### src/rtl/apic_base_pkg.sv
package apic_base_pkg;
  localparam int REG_W    = 64;
  localparam int BSP_BIT  = 8;
  localparam int EXT_BIT  = 10;
  localparam int EN_BIT   = 11;
  localparam int BASE_LSB = 12;
  localparam int BASE_MSB = 31;
  localparam int BASE_W   = BASE_MSB - BASE_LSB + 1;
  localparam int ID_W     = 32;
  localparam int LDR_W    = 32;

  typedef enum logic [1:0] {
    MODE_OFF   = 2'b00,
    MODE_XAPIC = 2'b01,
    MODE_X2    = 2'b11
  } mode_e;

  typedef struct packed {
    logic ext;
    logic en;
  } ctl_t;
endpackage

### src/rtl/apic_xfer_check.sv
module apic_xfer_check
  import apic_base_pkg::*;
(
  input  ctl_t cur,
  input  ctl_t req,
  input  logic cap,
  output logic reject
);
  logic no_cap, ext_no_en, off_to_x2, x2_to_x;

  always_comb begin
    no_cap    = req.ext && !cap;
    ext_no_en = req.ext && !req.en;
    off_to_x2 = !cur.en && !cur.ext && req.en && req.ext;
    x2_to_x   = cur.en && cur.ext && req.en && !req.ext;
    reject    = no_cap || ext_no_en || off_to_x2 || x2_to_x;
  end
endmodule

### src/rtl/apic_ldr_calc.sv
module apic_ldr_calc
  import apic_base_pkg::*;
#(
  parameter int CL_LSB  = 4,
  parameter int CL_W    = 12,
  parameter int OH_W    = 16,
  localparam int SEL_W  = $clog2(OH_W),
  localparam int GAP_W  = LDR_W - CL_W - OH_W
) (
  input  logic [ID_W-1:0]  id,
  output logic [LDR_W-1:0] ldr
);
  logic [OH_W-1:0] onehot;
  logic [CL_W-1:0] cluster;
  logic            unused_hi;

  assign cluster   = id[CL_LSB +: CL_W];
  assign unused_hi = ^id[ID_W-1:CL_LSB+CL_W];

  for (genvar g = 0; g < OH_W; g++) begin : g_oh
    assign onehot[g] = (id[SEL_W-1:0] == SEL_W'(g));
  end

  assign ldr = {cluster, {GAP_W{1'b0}}, onehot};
endmodule

### src/rtl/apic_base_ctrl.sv
module apic_base_ctrl
  import apic_base_pkg::*;
#(
  parameter logic [BASE_W-1:0] RESET_BASE = 20'hFEE00
) (
  input  logic              clk,
  input  logic              rst_n,
  input  logic              bsp_strap,
  input  logic              x2_cap,
  input  logic [ID_W-1:0]   init_id,
  input  logic              wr_valid,
  output logic              wr_ready,
  input  logic [REG_W-1:0]  wr_data,
  output logic              wr_err,
  input  logic              id_load,
  input  logic [ID_W-1:0]   id_value,
  input  logic              spur_set,
  output logic [REG_W-1:0]  base_reg,
  output logic [BASE_W-1:0] base_addr,
  output logic [1:0]        mode,
  output logic              feat_en,
  output logic [ID_W-1:0]   apic_id,
  output logic [LDR_W-1:0]  ldr,
  output logic              spur_en
);
  localparam int HI_W = REG_W - BASE_MSB - 1;

  logic [BASE_W-1:0] base_q;
  ctl_t              ctl_q;
  logic              bsp_q;
  logic [LDR_W-1:0]  ldr_q;
  logic [ID_W-1:0]   id_q;
  logic              spur_q;
  logic              err_q;

  ctl_t              req;
  logic              wr_fire;
  logic              reject;
  logic              commit;
  logic [LDR_W-1:0]  ldr_new;
  logic              unused_wr;

  assign wr_ready  = 1'b1;
  assign wr_fire   = wr_valid && wr_ready;
  assign req.en    = wr_data[EN_BIT];
  assign req.ext   = wr_data[EXT_BIT];
  assign commit    = wr_fire && !reject;
  assign unused_wr = ^{wr_data[REG_W-1:BASE_MSB+1], wr_data[EXT_BIT-1:0]};

  apic_xfer_check u_check (
    .cur    (ctl_q),
    .req    (req),
    .cap    (x2_cap),
    .reject (reject)
  );

  apic_ldr_calc u_ldr (
    .id  (init_id),
    .ldr (ldr_new)
  );

  always_ff @(posedge clk) begin
    if (!rst_n) begin
      base_q  <= RESET_BASE;
      ctl_q   <= '{ext: 1'b0, en: 1'b1};
      bsp_q   <= bsp_strap;
      ldr_q   <= '0;
      id_q    <= init_id;
      spur_q  <= 1'b0;
      err_q   <= 1'b0;
    end else begin
      err_q <= wr_fire && reject;

      if (wr_fire)      id_q <= init_id;
      else if (id_load) id_q <= id_value;

      if (commit) begin
        base_q <= wr_data[BASE_MSB:BASE_LSB];
        ctl_q  <= req;
        if (req.ext) ldr_q <= ldr_new;
      end

      if (commit && !req.en) spur_q <= 1'b0;
      else if (spur_set)     spur_q <= 1'b1;
    end
  end

  assign wr_err    = err_q;
  assign base_addr = base_q;
  assign mode      = {ctl_q.ext, ctl_q.en};
  assign feat_en   = ctl_q.en;
  assign apic_id   = id_q;
  assign ldr       = ldr_q;
  assign spur_en   = spur_q;

  always_comb begin
    base_reg                     = '0;
    base_reg[BASE_MSB:BASE_LSB]  = base_q;
    base_reg[EN_BIT]             = ctl_q.en;
    base_reg[EXT_BIT]            = ctl_q.ext;
    base_reg[BSP_BIT]            = bsp_q;
    base_reg[REG_W-1 -: HI_W]    = '0;
  end
endmodule


### config.mk
export PLATFORM = sky130hd
export DESIGN_NAME = apic_base_ctrl
export DESIGN_NICKNAME = d
export VERILOG_FILES = /design/src/rtl/apic_base_pkg.sv /design/src/rtl/apic_xfer_check.sv /design/src/rtl/apic_ldr_calc.sv /design/src/rtl/apic_base_ctrl.sv
export SDC_FILE = /design/constraint.sdc
export NUM_CORES = 1
export LEC_CHECK = 0
export BUFFER_PORTS_ARGS = -buffer_cell sky130_fd_sc_hd__buf_2
export CELL_PAD_IN_SITES_DETAIL_PLACEMENT = 1
export CELL_PAD_IN_SITES_GLOBAL_PLACEMENT = 2
export CORE_MARGIN = 4
export CORE_UTILIZATION = 24
export CTS_CLUSTER_DIAMETER = 30
export DETAILED_ROUTE_END_ITERATION = 8
export GPL_ROUTABILITY_DRIVEN = 1
export PLACE_DENSITY_LB_ADDON = 0.1
export SETUP_SLACK_MARGIN = 0.3
export SLEW_MARGIN = 20
export SYNTH_ARGS = -nofsm -noshare
export SYNTH_HDL_FRONTEND = slang
export SYNTH_SLANG_ARGS = --single-unit
### constraint.sdc
create_clock -name clk -period 4.12 [get_ports clk]
set_clock_uncertainty 0.15 [all_clocks]
set_input_delay 0.824 -clock clk [delete_from_list [all_inputs] [get_ports clk]]
set_output_delay 0.824 -clock clk [all_outputs]
set_load 0.05 [all_outputs]
==> out/qor_table.md, run 1 <==
| Metric | This run |
|:---|:---|
| Status | complete, no violations |
| Global routing met3 resource utilization | 3.51% |
| CTS sink count | 85 |
| Endpoint required time on the critical path | 4230 ps |
| Drt via density | 4.16 |
| Final count of negative-setup-slack endpoints | 0 |
| GR Layer Usage met2 | 21.6% |
| Most common flop cell mapped by yosys | sky130_fd_sc_hd__dfxtp_1 |
| Smallest setup slack after layout | 1800 ps |
| DR iter-0 viols | 108 |
| Max Fanout on Critical Path | 14 |
| Average instance area after synthesis | 10.5 um^2 |
| Share of post-route cells with drive strength above 1 | 43.2% |
| Number of distinct library cells after synthesis | 32 |
| FILL cells | 1957 |
| Number of antenna-violating nets in the routed design | 0 |
| Via count | 3248 |
| Count of state elements after synthesis | 85 |
| Number of buffers added by the clock tree synthesis step | 9 |
| Horizontal die dimension | 138 um |
| Largest net degree at the start of global routing | 54 |
| Leading area contributor after synthesis | sky130_fd_sc_hd__dfxtp_1 |
| Vias in the first global route | 3266 |
| Number of buffers added for setup after CTS | 0 |
| Clock tree from TritonCTS | built |
| Final hold viol count | 0 |
| Placer congestion estimate | 0.705 |
| EDFF count, synth | 33 |
| Power per cell area | 466 nW/um^2 |
| Crit share post-route | 56.4% |
| Slew at the pin with the worst max-slew slack | 840 ps |
| Share of the synthesized area in the top cell type | 25.7% |
| GR Util All Layers | 12.8% |
| Critical setup path kind | in2reg |
| Initial antenna violation count | 1 |
| Number of DRC violations after detailed routing | 0 |
| Synth top cells by count | 70 x sky130_fd_sc_hd__buf_4, 52 x sky130_fd_sc_hd__dfxtp_1, 33 x sky130_fd_sc_hd__edfxtp_1 |
| Worst min path class | reg2reg |
| Final max-slew violation count | 0 |
| Library cell with the highest instance count after synthesis | sky130_fd_sc_hd__buf_4 |
| Site Rows | 47 |
| Gate count after technology mapping | 386 |
| Clock transition time at the flip-flop clock pins of the worst setup and hold paths | 60 ps |
| Die Y | 138 um |
| Yosys Warn Count | 0 |
| Cell Area, Synth | 4040 um^2 |
| Cell types with the largest area share after synthesis | sky130_fd_sc_hd__dfxtp_1 26%, sky130_fd_sc_hd__edfxtp_1 25%, sky130_fd_sc_hd__buf_4 13% |
| Count of buffers from port buffering | 200 |
| Pre-Repair DR Iteration Count | 6 |
| Hold_ws | 318 ps |
| Total power draw | 2.44 mW |
| Area of the die | 19000 um^2 |
| Half-perimeter wire length of the detailed placement result | 9.68 mm |
| Worst slew margin | 44.0% |
| Area growth from synthesis to final layout | 29.3% |
| Peak-usage layer in the global routing report | met2 |
| Total routed wirelength | 12.8 mm |
| H-tree depth reported by CTS | 3 |
| Summed negative setup slack over all endpoints | 0 ps |
| Total number of nets in the final design | 690 |
| Max Clock Freq | 430 MHz |
| Max-cap check violation count | 0 |
| Average wire per cell in the routed design | 16.5 um |
| GR met1 Demand/Resource | 15.4% |
| CTS Root Buffer Type | sky130_fd_sc_hd__clkbuf_16 |
| Cts repair resizes | 0 |
| Fraction of the yosys area taken by sequential cells | 50.2% |
| Pre-CTS worst setup slack | 1420 ps |
| Final Critical Period | 2320 ps |
| Effective utilization at floorplan | 24.5% |
| Unrepaired setup endpoints after global routing | false |
| Cts hold-fix bufs | 0 |
| Global-route congestion overflow total | 0 |
| Max FFs per register | 32 |
| Startpoint Class | input pin |
| Count of inserted antenna diode cells | 0 |
| Total core area | 16500 um^2 |
| Ys async rst share | 0% |
| Endpoint type of the worst setup path | register |
| Leakage power of the design | 2.36 nW |
| Wire length of the first global-routing pass | 18.4 mm |
| Count of boundary I/O pins | 289 |
| FF-to-FF setup slack | 1870 ps |
| Crit path arrival time | 2430 ps |
| Largest buffer count on any clock path | 2 |
| Worst vdd rail ir drop | 172 uV |
| Clock latency reported for the late side of the worst-skew pair | 330 ps |
-- final cells by class --
cell class / instances / area, um^2 / share of cell area (%)
Inverter: 3 / 11.3 / 0.215
Sequential cell: 85 / 2030 / 38.9
Clock buffer: 11 / 233 / 4.45
Timing Repair Buffer: 206 / 1050 / 20.0
Clock inverter: 5 / 98.8 / 1.89
Multi-Input combinational cell: 250 / 1530 / 29.3
Tap cell: 220 / 275 / 5.27
-- per-layer routing --
layer / vias to the layer above / routed length [um]
li1: 1568 / -
met1: 1521 / 5260
met2: 148 / 6270
met3: 9 / 1140
met4: 2 / 147
met5: - / 13
-- cells in the final DEF, fill, tap and decap left out, types with 2 or more instances in the layout --
master and instances:
sky130_fd_sc_hd__nand3_1 13, sky130_fd_sc_hd__mux2i_1 21, sky130_fd_sc_hd__a21oi_1 30, sky130_fd_sc_hd__nor2b_1 4, sky130_fd_sc_hd__buf_2 200, sky130_fd_sc_hd__nand4_1 9, sky130_fd_sc_hd__buf_4 6, sky130_fd_sc_hd__nor2_1 25
sky130_fd_sc_hd__inv_1 2, sky130_fd_sc_hd__mux2_2 19, sky130_fd_sc_hd__conb_1 46, sky130_fd_sc_hd__mux2_1 13, sky130_fd_sc_hd__clkbuf_16 9, sky130_fd_sc_hd__bufinv_16 3, sky130_fd_sc_hd__or4b_1 6, sky130_fd_sc_hd__clkbuf_1 2
sky130_fd_sc_hd__dfxtp_1 52, sky130_fd_sc_hd__o21ai_0 29, sky130_fd_sc_hd__edfxtp_1 33, sky130_fd_sc_hd__nand2_1 23
-- stage by stage --
stage                     cells  instance area (um^2)  utilization (%)
final                       780                  5230             31.6
after global routing        780                  5230             31.6
after CTS                   780                  5230             31.6
after detailed placement    764                  4900             29.6
after global placement      764                  4900             29.6
after floorplan             430                  4210                -
-- logic make-up (layout without fill, tap and decap cells) --
kind of cell	after synthesis	after routing	synth area share (%)
simple gates	85	85	10.4
flops	85	85	50.2
mux	53	53	14.1
buf+inv	95	225	16.0
compound gates	66	66	9.07
other cells	2	46	0.186
-- critical path, cell delays in order --
cell                       delay (ps)
sky130_fd_sc_hd__buf_2            150
sky130_fd_sc_hd__and4b_1          250
sky130_fd_sc_hd__a211oi_4         590
sky130_fd_sc_hd__buf_4            380
sky130_fd_sc_hd__mux2i_1          230
-- report_power, final --
part           leakage, nW  total (mW)  internal [mW]  switching (mW)
logic                 1.44       0.566          0.120           0.445
registers            0.766       0.952          0.930          0.0219
clock network        0.161       0.918          0.590           0.328
-- final timing paths --
check | from | endpoint | cells past startpoint
max | wr_data[10] | base_addr[16] | 5
min | base_addr[7] | base_addr[7] | 2
max reg2reg | feat_en | base_addr[16] | 4
min reg2reg | base_addr[7] | base_addr[7] | 2
No activity file was read; power rests on OpenSTA's default activity.
==> run 2, diff against run 1 <==
CORE_UTILIZATION = 22   (was 24)
clock period = 2.3 ns   (was 4.12 ns; I/O delays follow)
==> out/qor_table.md, run 2 (synthesis gave the netlist of run 1 again) <==
| Metric | This run | Delta |
|:---|:---|:---|
| Worst min path class | in2reg | was reg2reg |
| Slew at the pin with the worst max-slew slack | 586 ps | was 840 ps |
| H-tree depth reported by CTS | 3 | unchanged |
| Total routed wirelength | 13.0 mm | was 12.8 mm |
| Final count of negative-setup-slack endpoints | 0 | unchanged |
| Final instance area | 5340 um^2 | was 5230 um^2 |
| Crit-path cells | buf_2 | was buf_2 -> and4b_1 -> a211oi_4 -> buf_4 -> mux2i_1 |
| Commonest non-fill, non-tap cells in the layout | 200 x sky130_fd_sc_hd__buf_2, 52 x sky130_fd_sc_hd__dfxtp_1, 46 x sky130_fd_sc_hd__conb_1 | unchanged |
| Cell type group with the largest total delay on the critical path | flip-flops | was compound AO/OA/AOI/OAI gates |
| Count of buffers from port buffering | 200 | unchanged |
| Clock transition time at the flip-flop clock pins of the worst setup and hold paths | 70 ps | was 60 ps |
| Startpoint Class | register | was input pin |
| Summed negative setup slack over all endpoints | 0 ps | unchanged |
| Number of buffers added by the clock tree synthesis step | 9 | unchanged |
| Max Clock Freq | 555 MHz |  |
| Effective utilization at floorplan | 22.4% | was 24.5% |
| Placer congestion estimate | 0.710 | was 0.705 |
| Number of antenna-violating nets in the routed design | 0 | unchanged |
| Most common library cell in the layout ignoring fill and taps | sky130_fd_sc_hd__buf_2 | unchanged |
| Half-perimeter wire length of the detailed placement result | 9.73 mm | was 9.68 mm |
| Max-cap check violation count | 0 | unchanged |
| Power per cell area | 848 nW/um^2 | was 466 nW/um^2 |
| Number of buffers added for setup after CTS | 0 | unchanged |
| Crit path arrival time | 1190 ps | was 2430 ps |
| Leakage power of the design | 2.41 nW | was 2.36 nW |
| Unrepaired setup endpoints after global routing | false | unchanged |
| Total core area | 18000 um^2 | was 16500 um^2 |
| Total power draw | 4.52 mW | was 2.44 mW |
| Die Y | 144 um | was 138 um |
| CTS sink count | 85 | unchanged |
| DR iter-0 viols | 83 | was 108 |
| Largest buffer count on any clock path | 2 | unchanged |
| Final Critical Period | 1800 ps |  |
| Cts hold-fix bufs | 0 | unchanged |
| Max FFs per register | 32 | unchanged |
| Status | complete, no violations | unchanged |
| Cts repair resizes | 0 | unchanged |
| Wire length of the first global-routing pass | 19.1 mm | was 18.4 mm |
| Final hold viol count | 0 | unchanged |
| Count of boundary I/O pins | 289 | unchanged |
| CP peak stage delay | 520 ps | was 590 ps |
| Via count | 3318 | was 3248 |
| Number of DRC violations after detailed routing | 0 | unchanged |
| Horizontal die dimension | 144 um | was 138 um |
| Worst vdd rail ir drop | 339 uV | was 172 uV |
| Share of post-route cells with drive strength above 1 | 44.3% | was 43.2% |
| Endpoint type of the worst setup path | output pin | was register |
| Area of the die | 20600 um^2 | was 19000 um^2 |
| Clock latency reported for the late side of the worst-skew pair | 340 ps | was 330 ps |
| Global-route congestion overflow total | 0 | unchanged |
| Vias in the first global route | 3366 | was 3266 |
| Max Fanout on Critical Path | 8 | was 14 |
| Count of inserted antenna diode cells | 0 | unchanged |
| Total number of nets in the final design | 694 | was 690 |
| Largest net degree at the start of global routing | 54 | unchanged |
| Initial antenna violation count | 0 | was 1 |
| Sum of buffers and inverters on the critical path | 1 | was 2 |
| Crit share post-route | 78.3% |  |
| CTS Root Buffer Type | sky130_fd_sc_hd__clkbuf_16 | unchanged |
| GR Util All Layers | 12.1% | was 12.8% |
| Endpoint required time on the critical path | 1690 ps | was 4230 ps |
| Area growth from synthesis to final layout | 31.9% | was 29.3% |
| Final max-slew violation count | 0 | unchanged |
| Critical setup path kind | reg2out | was in2reg |
| Pre-Repair DR Iteration Count | 4 | was 6 |
| Non-Filler Instances | 793 | was 780 |
| Average wire per cell in the routed design | 16.5 um | about the same |
| Site Rows | 49 | was 47 |
| # placed instances | 777 | was 764 |
| Clock tree from TritonCTS | built | unchanged |
| Post-placement cell area | 4960 um^2 | was 4900 um^2 |
| Slowest cell on the critical path | sky130_fd_sc_hd__dfxtp_1 | was sky130_fd_sc_hd__a211oi_4 |
| Worst slew margin | 60.9% | was 44.0% |
| Drt via density | 4.18 | was 4.16 |
==> run 2: final timing paths <==
path / start / to / slack, ps / cells past startpoint
worst max-delay path: base_reg[10] / base_reg[10] / 500 / 1
worst min register to register: base_addr[4] / base_addr[4] / 320 / 2
worst max register to register: feat_en / base_addr[1] / 580 / 5
worst min-delay path: bsp_strap / bsp_q / 140 / 1
==> run 2: worst reg2reg max path, cell delays in order, from the launching register on <==
cell and delay [ps]:
sky130_fd_sc_hd__dfxtp_1 380, sky130_fd_sc_hd__buf_4 180, sky130_fd_sc_hd__o211ai_1 170, sky130_fd_sc_hd__a211oi_4 320
sky130_fd_sc_hd__buf_12 240, sky130_fd_sc_hd__mux2i_1 210
==> run 2: where the power goes <==
| group | internal, mW | switching [mW] |
|---|---|---|
| clock | 1.17 | 0.624 |
| sequential | 1.67 | 0.0378 |
| combinational | 0.227 | 0.802 |
==> run 2: cell type report <==
| type | instances | area (um^2) |
|---|---|---|
| clock buffers | 9 | 225 |
| clock inverters | 7 | 138 |
| fillers | 2142 | 12700 |
| inverters | 3 | 11.3 |
| multi-input cells | 250 | 1540 |
| flip-flops and latches | 85 | 2030 |
| well taps | 229 | 287 |
| repair buffers | 210 | 1100 |
==> run 2: metrics by stage <==
stage | worst slack [ps] | hold slack, ps | utilization [%]
floorplan | 302 | 409 | -
global placement | 437 | 302 | 27.5
detailed placement | 399 | 311 | 27.5
CTS | 421 | 123 | 29.6
global route | 411 | 126 | 29.6
finish | 498 | 144 | 29.6
==> run 2: layer usage <==
| layer | track usage, % | routed length (um) | vias up |
|---|---|---|---|
| met5 | 0 | 0 | - |
| met4 | 4.91 | 212 | 0 |
| met2 | 20.4 | 6260 | 141 |
| met1 | 15.0 | 5510 | 1578 |
| li1 | - | - | 1588 |
| met3 | 2.70 | 1060 | 11 |
